<file path="config.mk">
export PLATFORM = sky130hd
export DESIGN_NAME = parity_entry_mem
export DESIGN_NICKNAME = d
export VERILOG_FILES = /design/src/rtl/parity_mem_pkg.sv /design/src/rtl/pm_rst_sync.sv /design/src/rtl/pm_lane_parity.sv /design/src/rtl/pm_entry_store.sv /design/src/rtl/pm_err_notify.sv /design/src/rtl/parity_entry_mem.sv
export SDC_FILE = /design/constraint.sdc
export NUM_CORES = 1
export LEC_CHECK = 0
export BUFFER_PORTS_ARGS = -buffer_cell sky130_fd_sc_hd__buf_2
export CORE_AREA = 2 2 273 275
export DETAILED_ROUTE_END_ITERATION = 8
export DIE_AREA = 0 0 275 277
export HOLD_SLACK_MARGIN = 0.02
export PLACE_DENSITY = 0.79
export REMOVE_ABC_BUFFERS = 1
export SLEW_MARGIN = 0
export SYNTH_ARGS = -nofsm -noshare
export SYNTH_HDL_FRONTEND = slang
export SYNTH_SLANG_ARGS = --single-unit
export TNS_END_PERCENT = 30
</file>
<file path="constraint.sdc">
create_clock -name clk -period 3.07 [get_ports clk]
set_clock_uncertainty 0.15 [all_clocks]
set_input_delay 0.4605 -clock clk [delete_from_list [all_inputs] [get_ports clk]]
set_output_delay 0.4605 -clock clk [all_outputs]
set_load 0.005 [all_outputs]
</file>
<file path="src/rtl/parity_mem_pkg.sv">
package parity_mem_pkg;
  localparam int unsigned BYTE_W = 8;
endpackage

</file>
<file path="src/rtl/pm_rst_sync.sv">
module pm_rst_sync (
  input  logic clk,
  input  logic rst_n,
  output logic rst_sync_n
);
  logic [1:0] sync_q;

  always_ff @(posedge clk or negedge rst_n) begin
    if (!rst_n) sync_q <= 2'b00;
    else        sync_q <= {sync_q[0], 1'b1};
  end

  assign rst_sync_n = sync_q[1];
endmodule

</file>
<file path="src/rtl/pm_lane_parity.sv">
module pm_lane_parity
  import parity_mem_pkg::*;
#(
  parameter int unsigned DATA_W = 64,
  localparam int unsigned LANES = DATA_W / BYTE_W
) (
  input  logic [DATA_W-1:0] data,
  output logic [LANES-1:0]  par
);
  for (genvar g = 0; g < LANES; g++) begin : g_lane
    assign par[g] = ^data[g*BYTE_W +: BYTE_W];
  end
endmodule

</file>
<file path="src/rtl/pm_entry_store.sv">
module pm_entry_store #(
  parameter int unsigned ADDR_W = 4,
  parameter int unsigned DATA_W = 64,
  parameter int unsigned LANES  = 8,
  localparam int unsigned DEPTH = 1 << ADDR_W
) (
  input  logic              clk,
  input  logic              rst_n,
  input  logic              wr_en,
  input  logic              rd_en,
  input  logic [ADDR_W-1:0] addr,
  input  logic [DATA_W-1:0] wdata,
  input  logic [LANES-1:0]  wpar,
  output logic              rd_valid,
  output logic [DATA_W-1:0] rd_data,
  output logic [LANES-1:0]  rd_par,
  output logic [ADDR_W-1:0] rd_addr
);
  logic [DATA_W-1:0] data_mem [DEPTH];
  logic [LANES-1:0]  par_mem  [DEPTH];
  logic              rd_valid_d;

  // storage, clock-enabled by write
  always_ff @(posedge clk) begin
    if (wr_en) begin
      data_mem[addr] <= wdata;
      par_mem[addr]  <= wpar;
    end
  end

  // read capture, clock-enabled by read
  always_ff @(posedge clk) begin
    if (rd_en) begin
      rd_data <= data_mem[addr];
      rd_par  <= par_mem[addr];
      rd_addr <= addr;
    end
  end

  always_comb rd_valid_d = rd_en;

  always_ff @(posedge clk or negedge rst_n) begin
    if (!rst_n) rd_valid <= 1'b0;
    else        rd_valid <= rd_valid_d;
  end
endmodule

</file>
<file path="src/rtl/pm_err_notify.sv">
module pm_err_notify #(
  parameter int unsigned ADDR_W = 4
) (
  input  logic              clk,
  input  logic              rst_n,
  input  logic              err,
  input  logic [ADDR_W-1:0] err_addr,
  input  logic              clr,
  output logic              irq,
  output logic [ADDR_W-1:0] irq_addr
);
  logic              irq_d;
  logic [ADDR_W-1:0] addr_d;
  logic              addr_en;

  always_comb begin
    irq_d   = irq;
    addr_d  = irq_addr;
    addr_en = 1'b0;
    if (err && (!irq || clr)) begin
      irq_d   = 1'b1;
      addr_d  = err_addr;
      addr_en = 1'b1;
    end else if (clr) begin
      irq_d = 1'b0;
    end
  end

  always_ff @(posedge clk or negedge rst_n) begin
    if (!rst_n) begin
      irq      <= 1'b0;
      irq_addr <= '0;
    end else begin
      irq <= irq_d;
      if (addr_en) irq_addr <= addr_d;
    end
  end
endmodule

</file>
<file path="src/rtl/parity_entry_mem.sv">
module parity_entry_mem
  import parity_mem_pkg::*;
#(
  parameter int unsigned ADDR_W = 4,
  parameter int unsigned DATA_W = 64,
  localparam int unsigned LANES  = DATA_W / BYTE_W,
  localparam int unsigned LIDX_W = $clog2(LANES)
) (
  input  logic              clk,
  input  logic              rst_n,
  input  logic              req_valid,
  input  logic              req_we,
  input  logic [ADDR_W-1:0] req_addr,
  input  logic [DATA_W-1:0] req_wdata,
  input  logic              inj_en,
  input  logic [LIDX_W-1:0] inj_lane,
  input  logic              irq_clr,
  output logic              rd_valid,
  output logic [DATA_W-1:0] rd_data,
  output logic [LANES-1:0]  rd_lane_err,
  output logic              cop_err_pulse,
  output logic              host_irq,
  output logic [ADDR_W-1:0] host_irq_addr
);
  logic              rst_sync_n;
  logic              wr_en, rd_en;
  logic [LANES-1:0]  wr_par_calc, inj_mask, wr_par;
  logic [LANES-1:0]  rd_par_q, rd_par_calc;
  logic [ADDR_W-1:0] rd_addr_q;

  pm_rst_sync u_rst (.clk(clk), .rst_n(rst_n), .rst_sync_n(rst_sync_n));

  assign wr_en = req_valid &  req_we;
  assign rd_en = req_valid & ~req_we;

  pm_lane_parity #(.DATA_W(DATA_W)) u_wpar (.data(req_wdata), .par(wr_par_calc));

  always_comb begin
    inj_mask = '0;
    if (inj_en) inj_mask[inj_lane] = 1'b1;
    wr_par = wr_par_calc ^ inj_mask;
  end

  pm_entry_store #(.ADDR_W(ADDR_W), .DATA_W(DATA_W), .LANES(LANES)) u_store (
    .clk(clk), .rst_n(rst_sync_n), .wr_en(wr_en), .rd_en(rd_en),
    .addr(req_addr), .wdata(req_wdata), .wpar(wr_par),
    .rd_valid(rd_valid), .rd_data(rd_data), .rd_par(rd_par_q), .rd_addr(rd_addr_q)
  );

  pm_lane_parity #(.DATA_W(DATA_W)) u_rpar (.data(rd_data), .par(rd_par_calc));

  assign rd_lane_err   = rd_valid ? (rd_par_calc ^ rd_par_q) : '0;
  assign cop_err_pulse = rd_valid & (|rd_lane_err);

  pm_err_notify #(.ADDR_W(ADDR_W)) u_irq (
    .clk(clk), .rst_n(rst_sync_n), .err(cop_err_pulse), .err_addr(rd_addr_q),
    .clr(irq_clr), .irq(host_irq), .irq_addr(host_irq_addr)
  );
endmodule

</file>
==> results.md, run 1 <==
- Outcome: complete, but fails checks
- Failing checks: setup timing
- Clock sinks: 1,236
- CTS tree: done
- Fin crit period: 3.644 ns
- Main combinational cell family by area after synthesis: multiplexers
- Max Root-Sink Buffers: 3
- Final TNS setup: -0.8606 ns
- Slew @ Worst Pin: 1.210 ns
- Worst Path Required: 2.46 ns
- DR iter-0 viols: 2,966
- Hold EP: u_store.data_mem[13][40]
- Startpoint Class: flip-flop
- Clock Pin Slew Worst Setup and Hold Paths: 0.06 ns
- Final setup violation count: 3
- Leading area contributor after synthesis: edfxtp_1
- RSZ-0062 raised after global routing: true
- Global placement routability congestion: 0.7736
- Vias in the first global route: 23,460
- Worst VDD drop: 0.0007017 V
- Max_cap viols: 0
- Simple-gate portion of the synthesized area: 0.005928
- Fmax: 274.4 MHz
- Worst hold path type: primary input to flip-flop
- Die area: 76,180 µm²
- Xor/xnor cell area share of the yosys netlist: 0.02470
- Fin. Hold Viols: 0
- Initial antenna violation count: 5
- GRT Overall Usage: 0.3034
- Final antenna-violating net count: 0
- # nets final: 2,283
- Post-synth top area share: 0.7835
- Die H: 277 µm
- Synth cell types: 27
- Reg2reg path depth: 8
- Register area share after synthesis: 0.7878
- Hold Path Stages: 1
- Arrival @ worst endpoint: 3.03 ns
- Final routed DRC violation total: 0
- Pleak: 17.45 nW
- DR WL/cell: 34.32 µm
- Number of CTS-inserted buffers: 117
- Final wirelength: 112,300 µm
- Final Util: 0.7427
- Fillers: 3,720
- Synth-to-Final Area Change: 16.09%
- Avg Inst Size Synth: 25.36 µm²
- First-pass GRT wire length: 162,700 µm
- CTS H-tree lvls: 3
- Ys Warns: 0
- Drt pass-1 iters: 7
- Placed Area: 50,140 µm²
- Max FO, Critical Path: 2
- Final Instance Area: 54,640 µm²
- Final period util: 1.187
- GR Overflow Total: 0
- Slew HR: 0.1878
- Synth Register Bits: 1,236
- Post-synthesis mux area share: 0.1732
- Crit. Startpoint: u_store.rd_data[20]
- Clock Latency Late Sink: 0.68 ns
- Starting Density: 0.6397
- Worst reg2reg path endpoint: u_irq.irq_addr[1]
- Worst setup margin: -0.5737 ns
- Kind of critical path: flip-flop to output port
- Layout cell share with drive strength beyond 1: 0.3564
- R2R Setup Slk: 0.10 ns
- Port bufs: 155
- Cell count after synthesis: 1,856
- Hold Startpoint: req_wdata[40]
- Via count: 22,210
- Area fraction in compound gates after synthesis: 0.0003456
- Core footprint: 73,570 µm²
- Post-synthesis adder-cell area fraction: 0
- Pins Over Slew Limit: 0
- Post-DP HPWL: 56,450 µm
- Via density: 6.790
- Die X-Extent: 275 µm
- Cell Pwr Density: 657.1 nW/µm²
- Top Ports: 156
- CP endpoint kind: output port
- Syn Std Cell Area: 47,060 µm²
- Root Buffer Master: clkbuf_16
- Largest net degree at the start of global routing: 53
- Largest cells by area after synthesis: edfxtp_1 (78%), mux4_2 (17%), xnor2_1 (1.9%)
- R2r startpoint: u_store.rd_data[20]
- Power Total: 35.90 mW
- Row cnt: 100
## cell families after synthesis
| group | after synthesis |
|---|---|
| flip-flops | 1236 |
| multiplexers | 364 |
| XOR/XNOR | 120 |
| buffers and inverters | 83 |
| AND/OR/NAND/NOR | 50 |
| AO/OA/AOI/OAI | 2 |
| other | 1 |
## worst max-delay path: stages (launching register included)
cell and delay [ns]:
edfxtp_1 0.45, xnor2_2 0.23, xnor3_2 0.54, xnor2_4 0.18, nor4_4 0.54, buf_4 0.23, a21boi_4 0.05, buf_2 0.14
## what timing repair did
action,CTS,global route
resized for setup,24,4
setup buffers,3,2
endpoints found under the hold margin,631,0
endpoints found under the setup margin,11,8
hold buffers,53,0
pin swaps,9,4
## state kept, by name, indices dropped and copies added (netlist names)
name              cells
u_store.rd_par        8
u_store.rd_data      64
u_irq.irq             1
u_store.par_mem     128
u_store.rd_valid      1
u_store.rd_addr       4
u_irq.irq_addr        4
u_store.data_mem   1024
u_rst.sync_q          2
## synth_stat cells
cell / instances
buf_1: 4
buf_4: 8
nor4_2: 2
clkbuf_1: 45
dfrtp_1: 8
mux4_2: 360
nor2_1: 14
and2_2: 1
xnor2_1: 101
nand2b_1: 5
mux2_1: 4
a21oi_2: 1
xor2_1: 11
buf_2: 26
nand4b_1: 3
edfxtp_1: 1228
a21boi_0: 1
xnor3_1: 7
nand2_1: 6
nand4_1: 2
nor2b_1: 1
conb_1: 1
nor3_1: 6
or3_1: 1
nor3b_1: 2
xnor3_2: 1
and2_1: 7
## placed cells by master (no fill, tap or decap), types with 27 or more instances in the layout
master / n
buf_4: 65
clkbuf_1: 28
buf_2: 150
edfxtp_1: 1228
clkinv_1: 27
dlygate4sd3_1: 53
clkbuf_16: 119
mux4_2: 360
xnor2_1: 86
buf_12: 43
## worst max-delay path by stage
stage / endpoint / slack [ns] / cells after the start
after CTS: cop_err_pulse / -0.56 / 7
after floorplan: u_store.data_mem[0][0] / -3.45 / 2
after detailed placement: cop_err_pulse / -0.13 / 8
final: cop_err_pulse / -0.57 / 7
after global placement: cop_err_pulse / -0.02 / 8
after global routing: cop_err_pulse / -0.61 / 7
## through the flow
stage / setup WS (ns) / std cells / hold WS, ns
after floorplan: -3.453 / 1773 / -0.08217
after global placement: -0.02093 / 3000 / -0.05748
after detailed placement: -0.1270 / 3000 / -0.04764
after CTS: -0.5609 / 3266 / 0.02161
after global routing: -0.6144 / 3269 / 0.03032
final: -0.5737 / 3271 / 0.04662
## per-layer routing
metal,global-route usage,share of wire,wire length (µm)
met2,0.5062,0.52,58340
met4,0.09536,0.031,3526
met5,0,0.00024,27
met1,0.4121,0.36,40100
met3,0.05948,0.092,10290
## power by group
group	internal, mW	switching [mW]	leakage [nW]
clock	8.31	6.00	1.84
combinational	1.05	1.37	4.43
sequential	19.1	0.109	11.2
## layout make-up
type                    instances  area (µm²)  area share
flip-flops and latches       1236       37080      0.6786
multi-input cells             537        9916      0.1815
clock buffers                 147        3083     0.05643
repair buffers                314        2671     0.04889
well taps                     969        1212     0.02219
clock inverters                64       669.4     0.01225
diodes                          4       10.01   0.0001832
Note: power is estimated with default switching activity, not from simulation.
==> run 2: changes to the inputs <==
Settings changed: PLACE_DENSITY 0.79 to 0.82.
Clock period 3.07 ns to 4.45 ns, I/O delays scaled along.
==> run 2 against run 1 <==
Against the previous run: the run now ends clean; critical path depth is 1 lower; cell area fell by 2.4%; sequential share of layout area grew 1.6 points; first-iteration DRC count increased by 8.5%; critical path type unchanged; clock-buffer cell count decreased by 7; utilization shrank 1.7 points; via count increased by 0.71%.
==> results.md, run 2 (synthesis results as in run 1) <==
- Largest register by flop count: u_store.data_mem (unchanged)
- Via density: 7.065 (was 6.790)
- Worst hold path type: primary input to async pin (was primary input to flip-flop)
- Fmax: 228.8 MHz
- Fin. Hold Viols: 0 (unchanged)
- Slew @ Worst Pin: 1.223 ns (was 1.210 ns)
- Slowest cell on crit path: xnor2_1 (was xnor3_2)
- Kind of critical path: flip-flop to output port (unchanged)
- # nets final: 2,175 (was 2,283)
- Die area: 76,180 µm² (unchanged)
- Die X-Extent: 275 µm (unchanged)
- Fillers: 3,777 (was 3,720)
- GR Overflow Total: 0 (unchanged)
- Fin crit period: 4.371 ns
- Clock Pin Slew Worst Setup and Hold Paths: 0.06 ns (about the same)
- Max Root-Sink Buffers: 3 (unchanged)
- Commonest non-fill, non-tap cell in the layout: edfxtp_1 (unchanged)
- CP endpoint kind: output port (unchanged)
- Final period util: 0.9823
- Most Frequent Cell on Critical Path: xnor2_1
- Final std cells w/o fill: 3,166 (was 3,271)
- Delay-heaviest family, CP: XOR/XNOR gates (unchanged)
- Post-DP HPWL: 54,950 µm (was 56,450 µm)
- Largest net degree at the start of global routing: 121 (was 53)
- Clock Latency Late Sink: 0.70 ns (was 0.68 ns)
- Most frequent cells in the layout: edfxtp_1 (1,228), mux4_2 (360), buf_2 (151) (was edfxtp_1 (1,228), mux4_2 (360), buf_2 (150))
- FF/Latch Area: 37,080 µm² (unchanged)
- Final setup violation count: 0 (was 3)
- Initial antenna violation count: 12 (was 5)
- Vias in the first global route: 23,500 (was 23,460)
- Max FO, Critical Path: 2 (unchanged)
- Final routed DRC violation total: 0 (unchanged)
- First-pass GRT wire length: 171,200 µm (was 162,700 µm)
- Top Ports: 156 (unchanged)
- Row cnt: 100 (unchanged)
- Placed cells: 2,949 (was 3,000)
- Via count: 22,370 (was 22,210)
- Max incr delay on CP: 0.85 ns (was 0.54 ns)
- Max_cap viols: 0 (unchanged)
- Startpoint Class: flip-flop (unchanged)
- Layout cell share with drive strength beyond 1: 0.3426 (was 0.3564)
- Number of CTS-inserted buffers: 114 (was 117)
- RSZ-0062 raised after global routing: false (was true)
- Global placement routability congestion: 0.7373 (was 0.7736)
- Final wirelength: 120,300 µm (was 112,300 µm)
- Core footprint: 73,570 µm² (unchanged)
- Clock sinks: 1,236 (unchanged)
- GRT Overall Usage: 0.3259 (was 0.3034)
- DR iter-0 viols: 3,219 (was 2,966)
- Worst VDD drop: 0.0004208 V (was 0.0007017 V)
- Worst setup margin: 0.07867 ns (was -0.5737 ns)
- DR WL/cell: 38.01 µm (was 34.32 µm)
- Post-CTS setup buffer count: 0 (was 3)
- Drt pass-1 iters: 5 (was 7)
- Max reg flops: 1,024 (unchanged)
- CTS H-tree lvls: 3 (unchanged)
- Worst Path Required: 3.63 ns (was 2.46 ns)
- CP Buf/Inv Count: 1 (was 2)
- Synth-to-Final Area Change: 13.36% (was 16.09%)
- Pleak: 16.83 nW (was 17.45 nW)
- Slew HR: 0.1791 (was 0.1878)
- Biggest regs: u_store.data_mem: 1024 flops, u_store.par_mem: 128 flops, u_store.rd_data: 64 flops (unchanged)
- Final antenna-violating net count: 0 (unchanged)
- Port bufs: 155 (unchanged)
- Multi-input logic area: 9741 µm² (was 9916 µm²)
- Arrival @ worst endpoint: 3.55 ns (was 3.03 ns)
- Min Hold Slack: 0.1392 ns (was 0.04662 ns)
- Root Buffer Master: clkbuf_16 (unchanged)
- CTS tree: done (unchanged)
- Die H: 277 µm (unchanged)
- Critical path cell sequence: xnor2_1 > xnor3_1 > xnor2_1 > nor4_4 > a21boi_0 > buf_2 (was xnor2_2 > xnor3_2 > xnor2_4 > nor4_4 > buf_4 > a21boi_4 > buf_2)
- Outcome: completed (was complete, but fails checks)
- Cell Pwr Density: 467.2 nW/µm² (was 657.1 nW/µm²)
- Final Util: 0.7252 (was 0.7427)
- Pins Over Slew Limit: 0 (unchanged)
- Place WS: 0.9062 ns (was -0.1270 ns)
- Starting Density: 0.6397 (unchanged)
## run 2: changes by cell type in the layout (fill, tap and decap cells not counted), moves of 3 or more
cell / previous run / this run
buf_12: 43 / 21
xnor2_4: 4 / 0
xnor2_1: 86 / 101
clkbuf_1: 28 / 23
xnor2_2: 11 / 0
buf_4: 65 / 32
xnor3_1: 4 / 7
dlygate4sd3_1: 53 / 2
bufinv_16: 15 / 18
clkinvlp_4: 0 / 4
xnor3_2: 4 / 1
## run 2: worst register-to-register path: cells and delay by family (launching register included)
kind,cells,cell delay (ns)
AO/OA/AOI/OAI,1,0.36
XOR/XNOR,3,1.76
AND/OR/NAND/NOR,1,0.21
flip-flops,1,0.41
multiplexers,1,0.37
## run 2: final timing paths
kind                                          start                end  slack (ns)  cells after the start
worst max-delay path            u_store.rd_data[38]      cop_err_pulse        0.08                      6
worst min-delay path                          rst_n    u_rst.sync_q[1]        0.14                      2
worst max register to register  u_store.rd_data[38]  u_irq.irq_addr[0]        1.05                      6
worst min register to register      u_rst.sync_q[0]    u_rst.sync_q[1]        0.21                      0
max in group asynchronous           u_rst.sync_q[1]  u_irq.irq_addr[0]        3.39                      1
min in group clk                            irq_clr          u_irq.irq        0.14                      3
## run 2: final cells by class
cell class | instances | area share
Multi-Input combinational cell | 537 | 0.1826
Tap cell | 969 | 0.02273
Sequential cell | 1236 | 0.6950
Timing Repair Buffer | 209 | 0.02770
Antenna cell | 5 | 0.0002345
Clock inverter | 70 | 0.01531
Clock buffer | 140 | 0.05650
## run 2: per-layer routing
metal  up-vias  part of all wire  global-route usage
li1       8471                 -                   -
met1     11770              0.34              0.4137
met2      1729              0.52              0.5486
met3       385             0.092             0.06529
met4        16             0.050              0.1498
met5         -           0.00087                   0
## run 2: repair_timing
action                     in CTS  in global routing
hold endpoints to repair        8                  0
setup endpoints to repair       1                  0
resized for setup               1                  0
hold buffers                    2                  0
## run 2: power by group
group	internal (mW)	total, mW	switching (mW)	leakage (nW)
clock	5.85	10.2	4.31	1.87
sequential	13.2	13.2	0.0853	11.2
combinational	0.611	1.53	0.915	3.77
total	19.6	24.9	5.31	16.8
## run 2: metrics by stage
stage / power [mW] / setup TNS [ns] / instance area (µm²)
CTS: 25.00 / 0 / 53340
global placement: 14.84 / 0 / 49480
finish: 24.93 / 0 / 53350
global route: 25.47 / 0 / 53340
detailed placement: 14.93 / 0 / 49480
floorplan: 14.21 / -773.66 / 46690
